===== src/rtl/xws_pkg.sv =====
package xws_pkg;

    // Control states of the walk scheduler
    typedef enum logic [2:0] {
        ST_IDLE,    // queue empty, engine idle
        ST_WALK,    // head entry is being walked
        ST_DRAIN,   // head entry cancelled, waiting for engine to drain
        ST_SETTLE,  // dead cycle after a walk ends
        ST_PURGE    // cancel pass over the head, then launch
    } walk_state_e;

endpackage


===== src/rtl/xws_queue.sv =====
module xws_queue #(
    parameter int DEPTH = 8,
    parameter int VA_W  = 39,
    parameter int TAG_W = 4
) (
    input  logic                     clk,
    input  logic                     rst_n,
    input  logic                     push_i,
    input  logic [VA_W-1:0]          va_i,
    input  logic                     wr_i,
    input  logic [TAG_W-1:0]         tag_i,
    input  logic                     pop_i,
    output logic [VA_W-1:0]          head_va_o,
    output logic                     head_wr_o,
    output logic [TAG_W-1:0]         head_tag_o,
    output logic [$clog2(DEPTH)-1:0] head_slot_o,
    output logic [$clog2(DEPTH+1)-1:0] count_o,
    output logic                     full_o
);

    localparam int SLOT_W = $clog2(DEPTH);
    localparam int CNT_W  = $clog2(DEPTH+1);
    localparam logic [SLOT_W-1:0] LAST_SLOT = SLOT_W'(DEPTH-1);

    logic [VA_W-1:0]  va_mem  [DEPTH];
    logic             wr_mem  [DEPTH];
    logic [TAG_W-1:0] tag_mem [DEPTH];

    logic [SLOT_W-1:0] wr_ptr_q, rd_ptr_q;
    logic [CNT_W-1:0]  count_q;

    // entry storage, written at the tail slot
    always_ff @(posedge clk) begin
        if (push_i) begin
            va_mem[wr_ptr_q]  <= va_i;
            wr_mem[wr_ptr_q]  <= wr_i;
            tag_mem[wr_ptr_q] <= tag_i;
        end
    end

    // circular pointers and occupancy
    always_ff @(posedge clk) begin
        if (!rst_n) begin
            wr_ptr_q <= '0;
            rd_ptr_q <= '0;
            count_q  <= '0;
        end else begin
            if (push_i)
                wr_ptr_q <= (wr_ptr_q == LAST_SLOT) ? '0 : wr_ptr_q + 1'b1;
            if (pop_i)
                rd_ptr_q <= (rd_ptr_q == LAST_SLOT) ? '0 : rd_ptr_q + 1'b1;
            unique case ({push_i, pop_i})
                2'b10:   count_q <= count_q + 1'b1;
                2'b01:   count_q <= count_q - 1'b1;
                default: count_q <= count_q;
            endcase
        end
    end

    assign head_va_o   = va_mem[rd_ptr_q];
    assign head_wr_o   = wr_mem[rd_ptr_q];
    assign head_tag_o  = tag_mem[rd_ptr_q];
    assign head_slot_o = rd_ptr_q;
    assign count_o     = count_q;
    assign full_o      = (count_q == CNT_W'(DEPTH));


    count_range_chk: assert property (@(posedge clk) disable iff (!rst_n)
        count_q <= CNT_W'(DEPTH));


    push_full_chk: assert property (@(posedge clk) disable iff (!rst_n)
        push_i |-> (count_q != CNT_W'(DEPTH)));


    pop_empty_chk: assert property (@(posedge clk) disable iff (!rst_n)
        pop_i |-> (count_q != '0));

endmodule


===== src/rtl/xws_ctrl.sv =====
module xws_ctrl
    import xws_pkg::*;
#(
    parameter int DEPTH      = 8,
    parameter int PA_W       = 56,
    parameter int SQUASH_MAX = 2
) (
    input  logic                       clk,
    input  logic                       rst_n,
    input  logic                       accept_i,
    input  logic [$clog2(DEPTH+1)-1:0] count_i,
    input  logic                       head_cancel_i,
    input  logic                       walk_done_i,
    input  logic                       walk_fault_i,
    input  logic [PA_W-1:0]            walk_paddr_i,
    output logic                       pop_o,
    output logic                       walk_start_o,
    output logic                       cpl_load_o,
    output logic                       cpl_fault_o,
    output logic [PA_W-1:0]            cpl_paddr_o
);

    localparam int CNT_W = $clog2(DEPTH+1);
    localparam int PC_W  = $clog2(SQUASH_MAX+1);

    walk_state_e state_q, state_d;
    logic            start_d, start_q;
    logic            purge_inc, purge_clr;
    logic [PC_W-1:0] purged_q;
    logic            remain_after_pop;

    // entries left once the head is popped, counting an arrival this cycle
    assign remain_after_pop = (count_i > CNT_W'(1)) || accept_i;

    // next-state and decision logic
    always_comb begin
        state_d     = state_q;
        start_d     = 1'b0;
        pop_o       = 1'b0;
        cpl_load_o  = 1'b0;
        cpl_fault_o = 1'b0;
        cpl_paddr_o = '0;
        purge_inc   = 1'b0;
        purge_clr   = 1'b0;
        unique case (state_q)
            ST_IDLE: begin
                if (accept_i) begin
                    state_d = ST_WALK;
                    start_d = 1'b1;
                end
            end
            ST_WALK: begin
                if (walk_done_i) begin
                    pop_o       = 1'b1;
                    cpl_load_o  = 1'b1;
                    cpl_fault_o = walk_fault_i;
                    cpl_paddr_o = walk_paddr_i;
                    state_d     = remain_after_pop ? ST_SETTLE : ST_IDLE;
                end else if (head_cancel_i) begin
                    cpl_load_o  = 1'b1;
                    cpl_fault_o = 1'b1;
                    state_d     = ST_DRAIN;
                end
            end
            ST_DRAIN: begin
                if (walk_done_i) begin
                    pop_o   = 1'b1;
                    state_d = remain_after_pop ? ST_SETTLE : ST_IDLE;
                end
            end
            ST_SETTLE: begin
                purge_clr = 1'b1;
                state_d   = ST_PURGE;
            end
            ST_PURGE: begin
                if (count_i == '0) begin
                    if (accept_i) begin
                        state_d = ST_WALK;
                        start_d = 1'b1;
                    end else begin
                        state_d = ST_IDLE;
                    end
                end else if (head_cancel_i && (purged_q < PC_W'(SQUASH_MAX))) begin
                    pop_o       = 1'b1;
                    cpl_load_o  = 1'b1;
                    cpl_fault_o = 1'b1;
                    purge_inc   = 1'b1;
                end else begin
                    state_d = ST_WALK;
                    start_d = 1'b1;
                end
            end
            default: state_d = ST_IDLE;
        endcase
    end

    // state register
    always_ff @(posedge clk) begin
        if (!rst_n) state_q <= ST_IDLE;
        else        state_q <= state_d;
    end

    // registered outputs and pass counter
    always_ff @(posedge clk) begin
        if (!rst_n) begin
            start_q  <= 1'b0;
            purged_q <= '0;
        end else begin
            start_q <= start_d;
            if (purge_clr)      purged_q <= '0;
            else if (purge_inc) purged_q <= purged_q + 1'b1;
        end
    end

    assign walk_start_o = start_q;


    settle_gap_chk: assert property (@(posedge clk) disable iff (!rst_n)
        ((state_q == ST_WALK || state_q == ST_DRAIN) && walk_done_i) |=> !start_q);


    start_pulse_chk: assert property (@(posedge clk) disable iff (!rst_n)
        start_q |=> !start_q);


    purge_limit_chk: assert property (@(posedge clk) disable iff (!rst_n)
        purged_q <= PC_W'(SQUASH_MAX));


    start_in_walk_chk: assert property (@(posedge clk) disable iff (!rst_n)
        start_q |-> (state_q == ST_WALK));


    drain_hold_chk: assert property (@(posedge clk) disable iff (!rst_n)
        (state_q == ST_DRAIN && !walk_done_i) |=> (state_q == ST_DRAIN));

endmodule


===== src/rtl/xws_cpl_reg.sv =====
module xws_cpl_reg #(
    parameter int TAG_W = 4,
    parameter int PA_W  = 56
) (
    input  logic             clk,
    input  logic             rst_n,
    input  logic             load_i,
    input  logic [TAG_W-1:0] tag_i,
    input  logic             fault_i,
    input  logic [PA_W-1:0]  paddr_i,
    output logic             valid_o,
    output logic [TAG_W-1:0] tag_o,
    output logic             fault_o,
    output logic [PA_W-1:0]  paddr_o
);

    always_ff @(posedge clk) begin
        if (!rst_n) begin
            valid_o <= 1'b0;
            tag_o   <= '0;
            fault_o <= 1'b0;
            paddr_o <= '0;
        end else begin
            valid_o <= load_i;
            if (load_i) begin
                tag_o   <= tag_i;
                fault_o <= fault_i;
                paddr_o <= paddr_i;
            end
        end
    end

endmodule


===== src/rtl/xlat_walk_sched.sv =====
module xlat_walk_sched #(
    parameter int DEPTH      = 8,
    parameter int VA_W       = 39,
    parameter int PA_W       = 56,
    parameter int TAG_W      = 4,
    parameter int SQUASH_MAX = 2
) (
    input  logic             clk,
    input  logic             rst_n,
    input  logic             req_valid_i,
    output logic             req_ready_o,
    input  logic [VA_W-1:0]  req_vaddr_i,
    input  logic             req_write_i,
    input  logic [TAG_W-1:0] req_tag_i,
    input  logic [DEPTH-1:0] cancel_i,
    output logic             walk_start_o,
    output logic [VA_W-1:0]  walk_vaddr_o,
    output logic             walk_write_o,
    input  logic             walk_done_i,
    input  logic             walk_fault_i,
    input  logic [PA_W-1:0]  walk_paddr_i,
    output logic             cpl_valid_o,
    output logic [TAG_W-1:0] cpl_tag_o,
    output logic             cpl_fault_o,
    output logic [PA_W-1:0]  cpl_paddr_o
);

    localparam int SLOT_W = $clog2(DEPTH);
    localparam int CNT_W  = $clog2(DEPTH+1);

    logic              accept, pop, full;
    logic [SLOT_W-1:0] head_slot;
    logic [CNT_W-1:0]  count;
    logic [TAG_W-1:0]  head_tag;
    logic              head_cancel;
    logic              cpl_load, cpl_fault_d;
    logic [PA_W-1:0]   cpl_paddr_d;

    assign req_ready_o = !full;
    assign accept      = req_valid_i && !full;
    assign head_cancel = cancel_i[head_slot];

    xws_queue #(
        .DEPTH (DEPTH),
        .VA_W  (VA_W),
        .TAG_W (TAG_W)
    ) queue_i (
        .clk         (clk),
        .rst_n       (rst_n),
        .push_i      (accept),
        .va_i        (req_vaddr_i),
        .wr_i        (req_write_i),
        .tag_i       (req_tag_i),
        .pop_i       (pop),
        .head_va_o   (walk_vaddr_o),
        .head_wr_o   (walk_write_o),
        .head_tag_o  (head_tag),
        .head_slot_o (head_slot),
        .count_o     (count),
        .full_o      (full)
    );

    xws_ctrl #(
        .DEPTH      (DEPTH),
        .PA_W       (PA_W),
        .SQUASH_MAX (SQUASH_MAX)
    ) ctrl_i (
        .clk           (clk),
        .rst_n         (rst_n),
        .accept_i      (accept),
        .count_i       (count),
        .head_cancel_i (head_cancel),
        .walk_done_i   (walk_done_i),
        .walk_fault_i  (walk_fault_i),
        .walk_paddr_i  (walk_paddr_i),
        .pop_o         (pop),
        .walk_start_o  (walk_start_o),
        .cpl_load_o    (cpl_load),
        .cpl_fault_o   (cpl_fault_d),
        .cpl_paddr_o   (cpl_paddr_d)
    );

    xws_cpl_reg #(
        .TAG_W (TAG_W),
        .PA_W  (PA_W)
    ) cpl_i (
        .clk     (clk),
        .rst_n   (rst_n),
        .load_i  (cpl_load),
        .tag_i   (head_tag),
        .fault_i (cpl_fault_d),
        .paddr_i (cpl_paddr_d),
        .valid_o (cpl_valid_o),
        .tag_o   (cpl_tag_o),
        .fault_o (cpl_fault_o),
        .paddr_o (cpl_paddr_o)
    );


    good_cpl_chk: assert property (@(posedge clk) disable iff (!rst_n)
        (cpl_valid_o && !cpl_fault_o) |-> $past(walk_done_i));


    cancel_zero_pa_chk: assert property (@(posedge clk) disable iff (!rst_n)
        (cpl_valid_o && !$past(walk_done_i)) |-> (cpl_fault_o && cpl_paddr_o == '0));

endmodule


===== config.mk =====
export PLATFORM = sky130hd
export DESIGN_NAME = xlat_walk_sched
export DESIGN_NICKNAME = d
export VERILOG_FILES = /design/src/rtl/xws_pkg.sv /design/src/rtl/xws_queue.sv /design/src/rtl/xws_ctrl.sv /design/src/rtl/xws_cpl_reg.sv /design/src/rtl/xlat_walk_sched.sv
export SDC_FILE = /design/constraint.sdc
export NUM_CORES = 1
export LEC_CHECK = 0
export ABC_AREA = 1
export CORE_ASPECT_RATIO = 0.5
export CORE_MARGIN = 5
export CORE_UTILIZATION = 48
export CTS_BUF_LIST = sky130_fd_sc_hd__clkbuf_8
export CTS_CLUSTER_DIAMETER = 200
export DETAILED_ROUTE_END_ITERATION = 7
export PLACE_DENSITY = 0.73
export SYNTH_ARGS = -nofsm -noshare
export SYNTH_HDL_FRONTEND = slang
export SYNTH_HIERARCHICAL = 1
export SYNTH_SLANG_ARGS = --single-unit
export TNS_END_PERCENT = 10

===== constraint.sdc =====
create_clock -name clk -period 3.2 [get_ports clk]
set_input_delay 0.48 -clock clk [delete_from_list [all_inputs] [get_ports clk]]
set_output_delay 0.48 -clock clk [all_outputs]
set_load 0.02 [all_outputs]

# Yosys cells after proc, flatten, opt, wreduce, memory -nomap -nowiden
# Memories as Yosys holds them, arrays and structs flattened. A register that Yosys moved wholly into a read port is not among the register bits.
# Index checks and enable logic that the tools add are counted.
[word_totals]
mem_bits_rw = 352
regBits = 74
input_bits = 113
n_memories = 3
word_cells = 81
[classes]
n_lt_le_gt_ge = 3
mux = 36
reduce_logical = 11
n_bitwise = 1
addsub = 5
n_eq_ne = 13
[mem_list]
columns = ["memory", "depth", "word_bits", "read_ports", "rd_clocked_by_memory_dff", "write_ports", "line_no", "text"]
rows = [
  ["queue_i.va_mem", 8, 39, 1, 1, 1, "xws_queue.sv:25", "logic [VA_W-1:0] va_mem [DEPTH];"],
  ["queue_i.tag_mem", 8, 4, 1, 1, 1, "xws_queue.sv:27", "logic [TAG_W-1:0] tag_mem [DEPTH];"],
  ["queue_i.wr_mem", 8, 1, 1, 1, 1, "xws_queue.sv:26", "logic wr_mem [DEPTH];"],
]
[op_table]
columns = ["op", "count"]
rows = [
  ["$mux W56", 2],
  ["$mux W3", 12],
  ["$pmux W3 S5", 1],
  ["$mux W1", 14],
  ["$eq A3 B3 Y1 const B", 3],
  ["$pmux W1 S2", 4],
  ["$pmux W4 S2", 1],
  ["$add A3 B1 Y3 const B", 2],
  ["$eq A3 B2 Y1 const B", 2],
  ["$ne A3 B2 Y1 const B", 2],
  ["$add A4 B1 Y4 const B", 1],
  ["$eq A4 B4 Y1 const B", 1],
  ["$gt A4 B1 Y1 const B", 1],
  ["$logic_not A4 Y1", 1],
  ["$lt A3 B4 Y1 const B", 1],
  ["$reduce_and A4 Y1", 1],
  ["$reduce_or A2 Y1", 2],
  ["$sub A4 B1 Y4 const B", 1],
  ["$bmux W1 S3", 1],
  ["$eq A3 B1 Y1 const B", 1],
  ["$logic_not A3 Y1", 1],
  ["$add A2 B1 Y2 const B", 1],
  ["$eq A2 B1 Y1 const B", 1],
  ["$eq A2 B2 Y1 const B", 1],
  ["other kinds (9)", 11],
]

# Logic depth before layout (Yosys ltp)
# Gate-level depths: netlist of the first run.
[depth]
depth_word = 8
mapped_depth = 19
depth_no_buf = 19

# Hierarchy
# Netlist of the first run, hierarchy kept.
[by_module_without_submodules]
columns = ["mod", "area_per_inst_um2", "seq_area_each_um2", "cells_each", "instances"]
rows = [
  ["xws_queue", 14340.0, 10830.4, 1074, 1],
  ["xws_cpl_reg", 2547.4, 1241.2, 390, 1],
  ["xws_ctrl", 908.4, 120.1, 190, 1],
  ["xlat_walk_sched", 121.4, 0.0, 31, 1],
]

# Worst setup path after synthesis of the first run
# Ideal clock, no wire load.
[synth_path]
kind = "register to register"
from = "register queue_i.count_q[0] (netlist: queue_i/count_o[0])"
to = "memory queue_i.tag_mem[0][0] (enable)"
stages_incl_launch_ff = 8
path_slack_ns = -0.272
period_less_slack_ns = 3.472
n_path_buf = 0
arrival_ns = 3.026
setup_ns = 0.445
path_cell_list = "dfxtp_1 -> inv_1 -> nand2_1 -> nor3_1 -> nor2_1 -> inv_1 -> or2_2 -> nor2_1"
[synth_between]
elab_chain_cells = 5
[synth_lines]
columns = ["element", "line_no", "text"]
rows = [
  ["start, declared", "xws_queue.sv:30", "logic [CNT_W-1:0] count_q;"],
  ["start signal, assigned", "xws_queue.sv:53", "2'b10: count_q <= count_q + 1'b1;"],
  ["start signal, assigned", "xws_queue.sv:54", "2'b01: count_q <= count_q - 1'b1;"],
  ["start signal, assigned", "xws_queue.sv:55", "default: count_q <= count_q;"],
  ["$eq A4 B4 Y1", "xws_queue.sv:65", "assign full_o = (count_q == CNT_W'(DEPTH));"],
  ["net full", "xlat_walk_sched.sv:31", "logic accept, pop, full;"],
  ["$logic_not A1 Y1", "xlat_walk_sched.sv:40", "assign accept = req_valid_i && !full;"],
  ["$logic_and A1 B1 Y1", "xlat_walk_sched.sv:40", ""],
  ["net accept", "xlat_walk_sched.sv:31", ""],
  ["$mux W1", "xws_queue.sv:34", "if (push_i) begin"],
  ["$mux W1 (not written as such)", "xws_queue.sv:37", "tag_mem[wr_ptr_q] <= tag_i;"],
  ["end, declared", "xws_queue.sv:27", ""],
]
# The timed path passes the listed nets, and every way through them passes these cells.

==> results.md, run 1 <==
- Max-slew headroom: 0.610
- Multi-input gate area: roughly 0.0048 mm^2
- Die Span X: 283 um
- Final setup margin: 166 ps
- Min cycle time layout: a little over 3000 ps
- WHS Path Cells: 3
- Total power: between 15 and 20 mW
- Post-Syn Nets: 1805
- Most used cell, CP: nand2_1
- Most frequent cells in the layout: nor2_1 (371), nand2_1 (354), edfxtp_1 (352)
- Reg2reg setup slack: 600 ps
- WHS Endpoint: cpl_i/tag_o[1]
- CTS max path bufs: 3
- Cell variety after synth: 33
- R2r worst-path depth: 19
- Root Buffer: clkbuf_8
- Final wirelength: between 40000 and 50000 um
- Fin. max-slew vios: 0
- Yosys warns: 6
- Status: finished clean
- Vias in the first global route: 11.8k
- GRT Overall Usage: 0.191
- Largest net degree at the start of global routing: 83
- Worst-Margin Slew: roughly 600 ps
- WL/cell: 16.8 um
- Die height: 147 um
- Power density cells: roughly 780 mW/mm^2
- Layout Area Growth over Synthesis: 21.5%
- Hold crit path type: in2reg
- CTS Hold Bufs: 0
- Inserted Clock Buffers: 59
- Register clock-pin slew on the reported worst setup and hold paths: 70 ps
- Core area: 0.0371 mm^2
- Startpoint type of the worst setup path: register
- DP Cell Count: ~2.3k
- Fin crit share: 0.948
- Commonest non-fill, non-tap cell in the layout: nor2_1
- FF-to-FF Start: queue_i/head_slot_o[0]
- Crit Path Class: reg2out
- Max Clk Rate: 330 MHz
- RSZ-0062 raised after global routing: yes
- Drt pass-1 iters: 5
- EDFF count, synth: about 350
- WP data required: 2720 ps
- Max cap viols: 0
- Synth Area per Inst: approximately 11 um^2
- Detailed placement HPWL: 23400 um
- Initial antenna violation count: 2
- Worst VDD drop: ~0.32 mV
- CP peak stage delay: 620 ps
- Vias per cell: around 5
- Main synth FF type: edfxtp_1
- Crit. End Element: primary output
- Worst-path maximum fanout: 36
- Storage cell area: 0.0122 mm^2
- # H-tree levels: 2
- CP top delay family: buffers and inverters
- Total gr overflow: 0
- Initial DRC count: 999
- # setup viols final: 0
- Initial Util: 0.483
- Port Buffer Count: 216
- Synth async-reset ratio: 0
- Routed Antenna Nets: 0
- Fin. Hold Viols: 0
- Sink Count: 433
- Worst Skew: 28.7 ps
- Final Non-Filler Cells: 2448
- Clock Latency Late Sink: 640 ps
- CTS tree: yes
- CP Data Arrival Time: 2550 ps
- Cell Area, Synth: between 0.015 and 0.02 mm^2
- Worst hold start: rst_n
- Critical path cell sequence: inv_8, buf_12, nor2_1, o22ai_1, nand2_1, nand2_1, clkdlybuf4s50_1
- Pre-CTS WS: between 200 and 300 ps
- Via count: 12.3k
- First-pass GRT wire length: between 60000 and 70000 um
- Gp weighted congestion: 0.789
- CP max stage cell: clkdlybuf4s50_1
- Reg-to-Reg End: queue_i/count_o[2]
- Cell Rows: 50
- Fill count: 3012
- Buf/Inv on CP: 3
- Seq/Total Area, Yosys: 0.680
- Final Hold Slack: 241 ps
- DRC Markers: 0
- Leakage power: 7.86 nW
- Seq cells post-synth: 433
- IO Count: 217
- Fraction of layout cells with a size suffix above 1: 0.0671
- Synthesized instance count: ~1.7k
- Die area: 0.0415 mm^2
- # nets final: 2025
## what timing repair did
item,in CTS,in global routing
buffers inserted,0,2
resized for setup,3,11
endpoints found under the setup margin,13,30
gates cloned,0,1
## worst reg2reg max path: stages (launching register included)
cell and delay [ps]:
dfxtp_1 510, inv_2 100, nand2_1 80, nand3_1 60, nand2_1 70, nand2_1 40, nand2_1 100, inv_1 50
nor2_1 130, nand3_1 180, nand2_1 150, ha_1 210, nand2_1 70, inv_1 70, nor2_1 50, ha_1 170
a21oi_1 170, xnor2_1 100, o21ai_0 140, inv_1 50
## how the worst max path moves through the flow
stage	to	slack, ps	cells past startpoint
after global placement	queue_i/count_o[2]	340	20
final	walk_vaddr_o[6]	170	7
after CTS	walk_vaddr_o[4]	20	8
after detailed placement	queue_i/count_o[2]	260	20
after global routing	walk_vaddr_o[4]	2	8
after floorplan	queue_i/tag_mem[0][0]	-270	7
## where the power goes
part	switching [mW]	leakage (nW)	total, mW	internal [mW]
combinational	3.68	3.42	6.12	2.45
clock	2.05	0.583	3.78	1.73
sequential	0.338	3.86	7.14	6.80
total	6.06	7.86	17.0	11.0
## logic make-up after synthesis
family	share of synthesized area
AO/OA/AOI/OAI	0.0725
XOR/XNOR	0.000978
adder cells (fa/ha/maj)	0.00489
buffers and inverters	0.0550
flip-flops	0.680
multiplexers	0.0246
AND/OR/NAND/NOR	0.162
## area by class of cell
cell class | instances | area share
tap | 494 | 0.0284
antenna | 2 | 0.000230
timing repair buffer | 254 | 0.125
sequential | 433 | 0.560
inverter | 99 | 0.0174
clock buffer | 59 | 0.0373
clock inverter | 49 | 0.0103
multi-input combinational | 1058 | 0.221
## cells in the mapped netlist, types with 2 or more instances
library cell	number	area (um^2)
a21oi_1	14	70.1
buf_1	3	11.3
buf_12	5	100
buf_2	38	190
buf_4	7	52.6
buf_6	13	146
clkbuf_1	25	93.8
clkbuf_2	4	20.0
dfxtp_1	81	1620
edfxtp_1	352	10600
ha_1	7	87.6
inv_1	94	353
inv_2	4	15.0
mux2i_1	44	440
nand2_1	354	1330
nand3_1	17	85.1
nor2_1	379	1420
nor2_2	2	12.5
nor3_1	3	15.0
o21ai_0	157	786
o21ai_1	27	135
o22ai_1	44	275
## stage by stage
stage          utilization  setup TNS [ps]  cell area (um^2)
5_1_grt              0.587               0             21800
3_5_place_dp         0.556               0             20600
6_report             0.587               0             21800
3_3_place_gp         0.556               0             20600
2_1_floorplan            -          -47800             17900
4_1_cts              0.585               0             21700
## sequential cells by signal (all words and copies together), names as in the netlist, 2 cells and up, named ones only
name / count
queue_i/count_o: 4
queue_i/va_mem: 312
queue_i/wr_ptr_q: 3
ctrl_i/state_q: 3
queue_i/wr_mem: 8
queue_i/tag_mem: 32
queue_i/head_slot_o: 3
cpl_i/paddr_o: 56
cpl_i/tag_o: 4
ctrl_i/purged_q: 2
## metal layers
metal,GRT usage,vias to the layer above,routed length (um)
li1,-,6103,-
met1,0.253,5801,18000
met2,0.323,367,19700
met3,0.0410,66,2660
met4,0.0513,0,821
met5,0,-,0
Power figures use the tool's default switching activity.
==> inputs of run 2 (changes only) <==
- CORE_UTILIZATION: 48 -> 35
- PLACE_DENSITY: 0.73 -> 0.56
- SLEW_MARGIN: default -> 20
==> results.md, run 2 (synthesis results as in run 1) <==
- Worst-Margin Slew: 758 ps
- Worst VDD drop: 0.358 mV
- Max-slew headroom: 0.495
- Max FFs per register: 312
- Commonest non-fill, non-tap cell in the layout: nor2_1
- Core area: 0.0504 mm^2
- Leakage power: 7.99 nW
- Detailed placement HPWL: 23900 um
- Sink Count: 433
- CTS max path bufs: 3
- Initial Util: 0.355
- First-pass GRT wire length: 66200 um
- Fraction of layout cells with a size suffix above 1: 0.0734
- Hold crit path type: in2reg
- Routed Antenna Nets: 0
- IO Count: 217
- Crit Path Class: reg2out
- DRC Markers: 0
- Die Span X: 330 um
- Total gr overflow: 0
- CP Data Arrival Time: 2590 ps
- WHS Endpoint: cpl_i/paddr_o[6]
- Final core utilization: 0.439
- Root Buffer: clkbuf_8
- Reg-to-Reg End: queue_i/count_o[2]
- Cell Rows: 58
- Most frequent cells in the layout: nor2_1 (371), nand2_1 (354), edfxtp_1 (352)
- NetSw: roughly 6.2 mW
- Min cycle time layout: 3070 ps
- Fin. max-slew vios: 0
- Largest net degree at the start of global routing: 82
- Worst-path maximum fanout: 42
- Clock Latency Late Sink: approximately 620 ps
- Worst Skew: around 27 ps
- Largest regs: queue_i/va_mem: 312 flops, cpl_i/paddr_o: 56 flops, queue_i/tag_mem: 32 flops
- Max Clk Rate: about 330 MHz
- Buf/Inv on CP: 2
- CP max stage cell: clkdlybuf4s50_1
- Die area: roughly 0.056 mm^2
- WP data required: 2720 ps
- Gp weighted congestion: 0.723
- Internal power: ~11 mW
- Max cap viols: 0
- CP top delay family: buffers and inverters
- CTS tree: yes
- # nets final: 2030
- Final wirelength: 43800 um
- Critical path cell sequence: buf_12, nor2_1, nor2_1, o21ai_0, o21ai_1, nand2_1, nand2_1, clkdlybuf4s50_1
- N_diodes: 0
- Top reg by flops: queue_i/va_mem
- Startpoint type of the worst setup path: register
- Fin crit share: 0.960
- Layout Area Growth over Synthesis: 23.7%
- Status: finished clean
- RSZ-0062 raised after global routing: yes
- CP peak stage delay: about 640 ps
- Register clock-pin slew on the reported worst setup and hold paths: roughly 70 ps
- GRT Overall Usage: 0.150
- Reg power frac: 0.406
- Vias per cell: 4.64
- Vias in the first global route: 11.6k
- Total power: 17.6 mW
- Crit. End Element: primary output
- Clock Power Share: 0.244
- Reg2reg setup slack: 660 ps
- # H-tree levels: 3
- # setup viols final: 0
- Inserted Clock Buffers: 67
- Port Buffer Count: approximately 220
- Fin. Hold Viols: 0
- WHS Path Cells: 7
- Sw frac: 0.355
- Initial DRC count: 890
- Die height: approximately 170 um
- Drt pass-1 iters: 5
- Fill count: roughly 4.7k
- Via count: 12.3k
- Final Hold Slack: 377 ps
- Worst hold start: walk_done_i
- Initial antenna violation count: 0
- R2r worst-path depth: 19
- WL/cell: between 15 and 20 um
- Power density cells: 793 mW/mm^2
- FF-to-FF Start: queue_i/head_slot_o[0]
- Share of total power in combinational logic: 0.350
run 2: cell count changes in the layout (fill, tap and decap cells not counted), moves of 2 or more:
cell / change
buf_12: -2
clkbuf_8: +13
clkdlybuf4s50_1: -4
clkinv_1: -8
diode_2: -2
dlymetal6s2s_1: +3
inv_1: +4
inv_8: +2
run 2: how the worst max path moves through the flow:
stage,start,cells after the start,endpoint
finish,register,8,walk_vaddr_o[7]
global route,register,8,walk_vaddr_o[9]
CTS,register,7,walk_vaddr_o[7]
detailed placement,cancel_i[7],20,queue_i/count_o[2]
global placement,cancel_i[7],20,queue_i/count_o[2]
floorplan,queue_i/count_o[0],7,queue_i/tag_mem[0][0]
run 2: worst register-to-register path: cells and delay by family, from the launching register on:
| kind | cells | cell delay, ps |
|---|---|---|
| AOI/OAI and AO/OA | 2 | 270 |
| xor gates and xnor gates | 1 | 80 |
| and+or+nand+nor | 10 | 940 |
| buffers and inverters | 4 | 260 |
| adders and majority gates | 2 | 390 |
| DFF | 1 | 510 |
run 2: metal layers:
layer  part of all wire  track usage  vias up
li1                   -            -     6110
met1               0.45        0.197     5877
met2               0.48        0.256      264
met3              0.054       0.0345       60
met4              0.016       0.0373        0
met5                  0            0        -
run 2: final cells by class:
type                    count  area (um^2)  area share
clock buffers              72          991      0.0447
flip-flops and latches    433        12200       0.551
clock inverters            48          228      0.0103
repair buffers            251         2690       0.121
multi-input cells        1058         4810       0.217
inverters                  99          379      0.0171
well taps                 690          863      0.0390
run 2: stage by stage:
step	cell area, um^2	cells	setup slack [ps]	TNS (ps)
final	22200	2651	127	0
after global routing	22200	2651	-56.5	-94.8
after global placement	20800	2527	323	0
after floorplan	17900	1685	-272	-47800
after CTS	22100	2649	2.51	0
after detailed placement	20800	2527	283	0
run 2: power groups by stage:
stage	Sequential, mW	Clock (mW)	Combinational, mW
floorplan	7.58	0	3.43
global placement	7.24	0	6.13
detailed placement	7.25	0	6.15
CTS	7.13	4.48	6.24
global route	7.20	4.77	6.75
finish	7.13	4.29	6.14
run 2: repair_timing:
action	CTS	global route
gates cloned	1	0
gates resized for setup	4	12
buffers inserted	1	2
setup endpoints to repair	37	35
hold endpoints to repair	0	0
hold buffers	0	0
